--- src/rtl/gwc_pkg.sv ---
package gwc_pkg;

    typedef enum logic {
        DIR_UP   = 1'b0,
        DIR_DOWN = 1'b1
    } dir_e;

    typedef struct packed {
        logic open;
        logic done;
    } win_state_t;

    function automatic int unsigned step_code(int unsigned code,
                                              int unsigned max_code,
                                              dir_e        d);
        if (d == DIR_UP)
            return (code >= max_code) ? code : code + 1;
        else
            return (code == 0) ? code : code - 1;
    endfunction

endpackage

--- src/rtl/gwc_sync.sv ---
module gwc_sync #(
    parameter int STAGES = 2
) (
    input  logic clk,
    input  logic rst,
    input  logic d_i,
    output logic q_o
);
    logic [STAGES-1:0] chain;

    generate
        for (genvar g = 0; g < STAGES; g++) begin : g_stage
            if (g == 0) begin : g_first
                always_ff @(posedge clk) begin
                    if (rst) chain[g] <= 1'b0;
                    else     chain[g] <= d_i;
                end
            end else begin : g_next
                always_ff @(posedge clk) begin
                    if (rst) chain[g] <= 1'b0;
                    else     chain[g] <= chain[g-1];
                end
            end
        end
    endgenerate

    assign q_o = chain[STAGES-1];
endmodule

--- src/rtl/gwc_window.sv ---
module gwc_window
    import gwc_pkg::*;
#(
    parameter int WINDOW_TICKS = 2048
) (
    input  logic clk,
    input  logic rst,
    input  logic en_i,
    input  logic tick_i,
    output logic load_o,
    output logic window_o,
    output logic done_o
);
    localparam int WCNT_W = $clog2(WINDOW_TICKS + 1);

    logic              en_q;
    logic [WCNT_W-1:0] wcnt;
    win_state_t        st;

    assign load_o = en_i & ~en_q;

    always_ff @(posedge clk) begin
        if (rst) begin
            en_q <= 1'b0;
            wcnt <= '0;
            st   <= '{open: 1'b0, done: 1'b0};
        end else begin
            en_q <= en_i;
            if (!en_i) begin
                wcnt <= '0;
                st   <= '{open: 1'b0, done: 1'b0};
            end else if (load_o) begin
                wcnt <= '0;
                st   <= '{open: 1'b1, done: 1'b0};
            end else if (st.open && tick_i) begin
                if (wcnt == WCNT_W'(WINDOW_TICKS - 1)) begin
                    wcnt <= '0;
                    st   <= '{open: 1'b0, done: 1'b1};
                end else begin
                    wcnt <= wcnt + 1'b1;
                end
            end
        end
    end

    assign window_o = st.open;
    assign done_o   = st.done;
endmodule

--- src/rtl/gwc_stepper.sv ---
module gwc_stepper
    import gwc_pkg::*;
#(
    parameter int GAIN_W       = 3,
    parameter int DEFAULT_GAIN = 0,
    parameter int UP_TICKS     = 32,
    parameter int DN_TICKS     = 4
) (
    input  logic              clk,
    input  logic              rst,
    input  logic              en_i,
    input  logic              load_i,
    input  logic              active_i,
    input  logic              tick_i,
    input  dir_e              dir_i,
    input  logic              bypass_i,
    output logic [GAIN_W-1:0] gain_o
);
    localparam int MAX_LIM = (UP_TICKS > DN_TICKS) ? UP_TICKS : DN_TICKS;
    localparam int CNT_W   = $clog2(MAX_LIM + 1);
    localparam int MAX_CODE = (1 << GAIN_W) - 1;

    logic [CNT_W-1:0]  cnt;
    logic [CNT_W-1:0]  last_step;
    logic [GAIN_W-1:0] gain_q;
    dir_e              last_dir;

    always_comb begin
        last_step = (dir_i == DIR_DOWN) ? CNT_W'(DN_TICKS - 1) : CNT_W'(UP_TICKS - 1);
    end

    always_ff @(posedge clk) begin
        if (rst) begin
            gain_q   <= GAIN_W'(DEFAULT_GAIN);
            cnt      <= '0;
            last_dir <= DIR_UP;
        end else begin
            last_dir <= dir_i;
            if (!en_i || load_i) begin
                gain_q <= GAIN_W'(DEFAULT_GAIN);
                cnt    <= '0;
            end else if (bypass_i || (dir_i != last_dir)) begin
                cnt <= '0;
            end else if (active_i && tick_i) begin
                if (cnt == last_step) begin
                    cnt    <= '0;
                    gain_q <= GAIN_W'(step_code(int'(gain_q), MAX_CODE, dir_i));
                end else begin
                    cnt <= cnt + 1'b1;
                end
            end
        end
    end

    assign gain_o = gain_q;
endmodule

--- src/rtl/gain_window_ctrl.sv ---
module gain_window_ctrl
    import gwc_pkg::*;
#(
    parameter int GAIN_W       = 3,
    parameter int DEFAULT_GAIN = 0,
    parameter int WINDOW_TICKS = 2048,
    parameter int UP_TICKS     = 32,
    parameter int DN_TICKS     = 4,
    parameter int SYNC_STAGES  = 2
) (
    input  logic              clk,
    input  logic              rst,
    input  logic              en_i,
    input  logic              osc_tick_i,
    input  logic              cmp_high_i,
    input  logic              bypass_i,
    output logic [GAIN_W-1:0] gain_o,
    output logic              window_o,
    output logic              done_o
);
    logic tick_s;
    logic tick_d;
    logic tick_pulse;
    logic cmp_s;
    logic load;
    dir_e dir;

    gwc_sync #(.STAGES(SYNC_STAGES)) u_tick_sync (
        .clk (clk),
        .rst (rst),
        .d_i (osc_tick_i),
        .q_o (tick_s)
    );

    gwc_sync #(.STAGES(SYNC_STAGES)) u_cmp_sync (
        .clk (clk),
        .rst (rst),
        .d_i (cmp_high_i),
        .q_o (cmp_s)
    );

    always_ff @(posedge clk) begin
        if (rst) tick_d <= 1'b0;
        else     tick_d <= tick_s;
    end

    assign tick_pulse = tick_s & ~tick_d;
    assign dir        = cmp_s ? DIR_DOWN : DIR_UP;

    gwc_window #(.WINDOW_TICKS(WINDOW_TICKS)) u_window (
        .clk      (clk),
        .rst      (rst),
        .en_i     (en_i),
        .tick_i   (tick_pulse),
        .load_o   (load),
        .window_o (window_o),
        .done_o   (done_o)
    );

    gwc_stepper #(
        .GAIN_W       (GAIN_W),
        .DEFAULT_GAIN (DEFAULT_GAIN),
        .UP_TICKS     (UP_TICKS),
        .DN_TICKS     (DN_TICKS)
    ) u_stepper (
        .clk      (clk),
        .rst      (rst),
        .en_i     (en_i),
        .load_i   (load),
        .active_i (window_o),
        .tick_i   (tick_pulse),
        .dir_i    (dir),
        .bypass_i (bypass_i),
        .gain_o   (gain_o)
    );
endmodule

--- config.mk ---
export PLATFORM = sky130hd
export DESIGN_NAME = gain_window_ctrl
export DESIGN_NICKNAME = d
export VERILOG_FILES = /design/src/rtl/gwc_pkg.sv /design/src/rtl/gwc_sync.sv /design/src/rtl/gwc_window.sv /design/src/rtl/gwc_stepper.sv /design/src/rtl/gain_window_ctrl.sv
export SDC_FILE = /design/constraint.sdc
export NUM_CORES = 1
export LEC_CHECK = 0
export ABC_CLOCK_PERIOD_IN_PS = 2600
export BUFFER_PORTS_ARGS = -buffer_cell sky130_fd_sc_hd__buf_2
export CORE_ASPECT_RATIO = 0.75
export CORE_MARGIN = 2
export CORE_UTILIZATION = 42
export DETAILED_ROUTE_END_ITERATION = 8
export HOLD_SLACK_MARGIN = 0.03
export PLACE_DENSITY = 0.61
export RECOVER_POWER = 50
export SETUP_SLACK_MARGIN = 0.15
export SLEW_MARGIN = 20
export SYNTH_ARGS = -nofsm -noshare
export SYNTH_HDL_FRONTEND = slang
export SYNTH_SLANG_ARGS = --single-unit
--- constraint.sdc ---
create_clock -name clk -period 2.6 [get_ports clk]
set_clock_uncertainty 0.1 [all_clocks]
set_input_delay 0.52 -clock clk [delete_from_list [all_inputs] [get_ports clk]]
set_output_delay 0.52 -clock clk [all_outputs]
set_load 0.05 [all_outputs]
==> impl_metrics.env <==
export IMPL_synth_top_area_frac=0.4602
export IMPL_ant_nets=0
export IMPL_drive_gt1_frac=0.1373
export IMPL_ir_drop_mv=0.2868
export IMPL_clock_sinks=30
export IMPL_yosysTopAreaCell="dfxtp_1"
export IMPL_start_kind="flip-flop"
export IMPL_powerDensity_nw_per_um2=628.0
export IMPL_die_area_sq_um=3574
export IMPL_crit_buf_inv=0
export IMPL_synth_seq_area_share=0.4602
export IMPL_cts_tree="done"
export IMPL_hpwlAfterDp_mm=1.676
export IMPL_worstMarginPinSlew_ns=0.5958
export IMPL_netlist_area_sq_um=1305
export IMPL_yosys_warnings=0
export IMPL_drcViolationCount=0
export IMPL_antennaDiodeCount=0
export IMPL_cts_hold_buf=0
export IMPL_fin_nets=161
export IMPL_cts_setup_buffers=0
export IMPL_syn_avg_cell_area_sq_um=9.526
export IMPL_viasPerCell=4.953
export IMPL_cp_data_required_time_ns=2.67
export IMPL_critical_path_endpoint_type="flip-flop"
export IMPL_fp_row_count=17
export IMPL_placedInstanceArea_sq_um=1399
export IMPL_start_util=0.4414
export IMPL_slew_viol_final=0
export IMPL_register_area_sq_um=600.6
export IMPL_drt_pass1_iter_count=6
export IMPL_wl_per_cell_um=12.03
export IMPL_syn_nets=146
export IMPL_port_buffers=10
export IMPL_cts_root_buffer="clkbuf_8"
export IMPL_die_w_um=68.37
export IMPL_clkLatencyLatePin_ns=0.28
export IMPL_grt_overflow_total=0
export IMPL_synthTopCellsByArea="dfxtp_1 (46%), xnor2_1 (6.7%), nor2_1 (5.8%)"
export IMPL_busiest_layer="met2"
export IMPL_core_area_sq_um=2957
export IMPL_first_global_vias=897
export IMPL_area_growth_pct=14.96
export IMPL_synth_cell_types=33
export IMPL_clock_fmax_mhz=522.3
export IMPL_final_area_sq_um=1500
export IMPL_htreeDepth=2
export IMPL_cp_slowest_stage_delay_ns=0.52
export IMPL_grt_util_met2=0.2249
export IMPL_rsz0062_at_grt="false"
export IMPL_crit_chain="or4b_4 > a2111oi_4 > and3_2 > nor3_2"
export IMPL_grt_max_degree=12
export IMPL_place_congestion=0.7516
export IMPL_clkTransAtPathRegs_ns=0.06
export IMPL_stdcell_count=191
export IMPL_status="complete, no violations"
export IMPL_num_vias=946
export IMPL_cp_max_fo=7
export IMPL_synth_seq_cells=30
export IMPL_grt_pass1_wl_mm=3.960
export IMPL_finalHoldViolations=0
export IMPL_drtIter0Drc=53
export IMPL_io_pins=11
export IMPL_gr_usage_met3=0.09462
export IMPL_slew_headroom=0.6045
export IMPL_cellLeakagePower_nw=0.4966
export IMPL_maxCapViolCount=0
export IMPL_arrival_ns=1.98
export IMPL_setup_violations=0
export IMPL_grtUsageTotal=0.1628
export IMPL_wl_mm=2.298
export IMPL_multi_input_area_sq_um=670.6
export IMPL_fillers=276
export IMPL_numCtsBuffers=5
export IMPL_use_met1=0.1965
export IMPL_period_needed_ns=1.915
export IMPL_die_h_um=52.28
export IMPL_dp_cells=183
export IMPL_ctsLongestPathBuffers=2
export IMPL_antenna_found_initial=0
export IMPL_cts_repair_resized=0
export IMPL_min_period_over_period=0.7364
export IMPL_hp_class="flip-flop to flip-flop"
export IMPL_setup_tns_ns=0
export IMPL_cp_top_family="simple AND/OR/NAND/NOR gates"
export IMPL_syn_inst=137
export IMPL_crit_type="flip-flop to flip-flop"
export IMPL_crit_slowest_cell="or4b_4"
==> routing by layer <==
metal | vias up | wire length [um]
met2 | 13 | 964
li1 | 502 | -
met3 | 5 | 105
met4 | 0 | 36
met1 | 426 | 1193
met5 | - | 0
==> cells in the mapped netlist <==
master / number
inv_1: 6
nor2b_1: 7
o21ai_0: 2
nand3_1: 9
nand2_1: 5
nand2_2: 1
o311ai_0: 1
and4_1: 2
xnor2_1: 10
clkbuf_1: 3
a2111oi_4: 1
dfxtp_1: 30
or4b_4: 1
a21oi_1: 5
a21o_2: 1
and4b_1: 2
nor2_1: 20
nor3_1: 2
nor3_2: 1
fa_1: 1
a31o_2: 2
nand4_1: 3
a211oi_1: 1
nor4_1: 2
a21boi_0: 1
or4_1: 1
nand4b_1: 2
nand3b_1: 1
and3_2: 1
or3_1: 2
xor2_1: 7
ha_1: 2
mux2i_1: 2
==> through the flow <==
step | setup WS [ns] | util | hold WS [ns] | power, mW
6_report | 0.6853 | 0.5074 | 0.3406 | 0.9422
5_1_grt | 0.5393 | 0.5074 | 0.3426 | 0.9831
4_1_cts | 0.6675 | 0.5091 | 0.3390 | 0.9620
3_5_place_dp | 0.4752 | 0.4731 | 0.3282 | 0.5053
3_3_place_gp | 0.5829 | 0.4731 | 0.3269 | 0.5042
2_1_floorplan | 0.6979 | - | 0.3138 | 0.4949
==> sequential cells by signal (all words and copies together), names as in the netlist <==
name / flops
u_window.en_q: 1
u_cmp_sync.chain: 1
u_cmp_sync.q_o: 1
tick_d: 1
u_tick_sync.chain: 1
u_tick_sync.q_o: 1
u_stepper.last_dir: 1
u_stepper.gain_o: 3
u_window.wcnt: 12
u_stepper.cnt: 6
u_window.window_o: 1
u_window.done_o: 1
==> layout by cell type, fill, tap and decap left out, types with 5 or more instances in the layout <==
| cell | n |
|---|---|
| inv_1 | 6 |
| xnor2_1 | 10 |
| nand3_1 | 9 |
| buf_2 | 6 |
| nor2b_1 | 7 |
| clkbuf_1 | 6 |
| dfxtp_1 | 30 |
| xor2_1 | 7 |
| nand2_1 | 5 |
| nor2_1 | 20 |
| clkbuf_8 | 5 |
| a21oi_1 | 5 |
==> worst register-to-register path, delay by kind of cell (launching register included) <==
family           cells  cell delay [ns]
AND/OR/NAND/NOR      3             0.82
flip-flops           1             0.45
AO/OA/AOI/OAI        1             0.44
==> worst paths after layout <==
path	from	end	slack, ns	cells past startpoint
setup / recovery	u_cmp_sync.q_o	u_stepper.gain_o[1]	0.69	4
hold / removal	u_tick_sync.chain[0]	u_tick_sync.q_o	0.34	1
setup reg to reg	u_cmp_sync.q_o	u_stepper.gain_o[1]	0.69	4
hold reg to reg	u_tick_sync.chain[0]	u_tick_sync.q_o	0.34	1
==> logic make-up (layout without fill, tap and decap cells) <==
| group | after synthesis | after routing | synth area share |
|---|---|---|---|
| flip-flops | 30 | 30 | 0.4602 |
| AO/OA/AOI/OAI | 14 | 14 | 0.08630 |
| adder cells (fa/ha/maj) | 3 | 3 | 0.03451 |
| AND/OR/NAND/NOR | 62 | 62 | 0.2637 |
| buffers and inverters | 9 | 25 | 0.02589 |
| multiplexers | 2 | 2 | 0.01534 |
| XOR/XNOR | 17 | 17 | 0.1141 |
==> layout make-up <==
cell class	instances	share of cell area
clock buffers	7	0.05088
clock inverters	1	0.02002
inverters	6	0.01501
multi-input cells	98	0.4470
flip-flops and latches	30	0.4003
well taps	38	0.03169
repair buffers	11	0.03503
==> where the power goes <==
group | leakage (nW) | total, mW | internal [mW] | switching (mW)
Clock | 0.0524 | 0.448 | 0.286 | 0.161
Combinational | 0.201 | 0.0243 | 0.00999 | 0.0143
Sequential | 0.243 | 0.470 | 0.465 | 0.00510
Total | 0.497 | 0.942 | 0.761 | 0.181
Power figures use the tool's default switching activity.
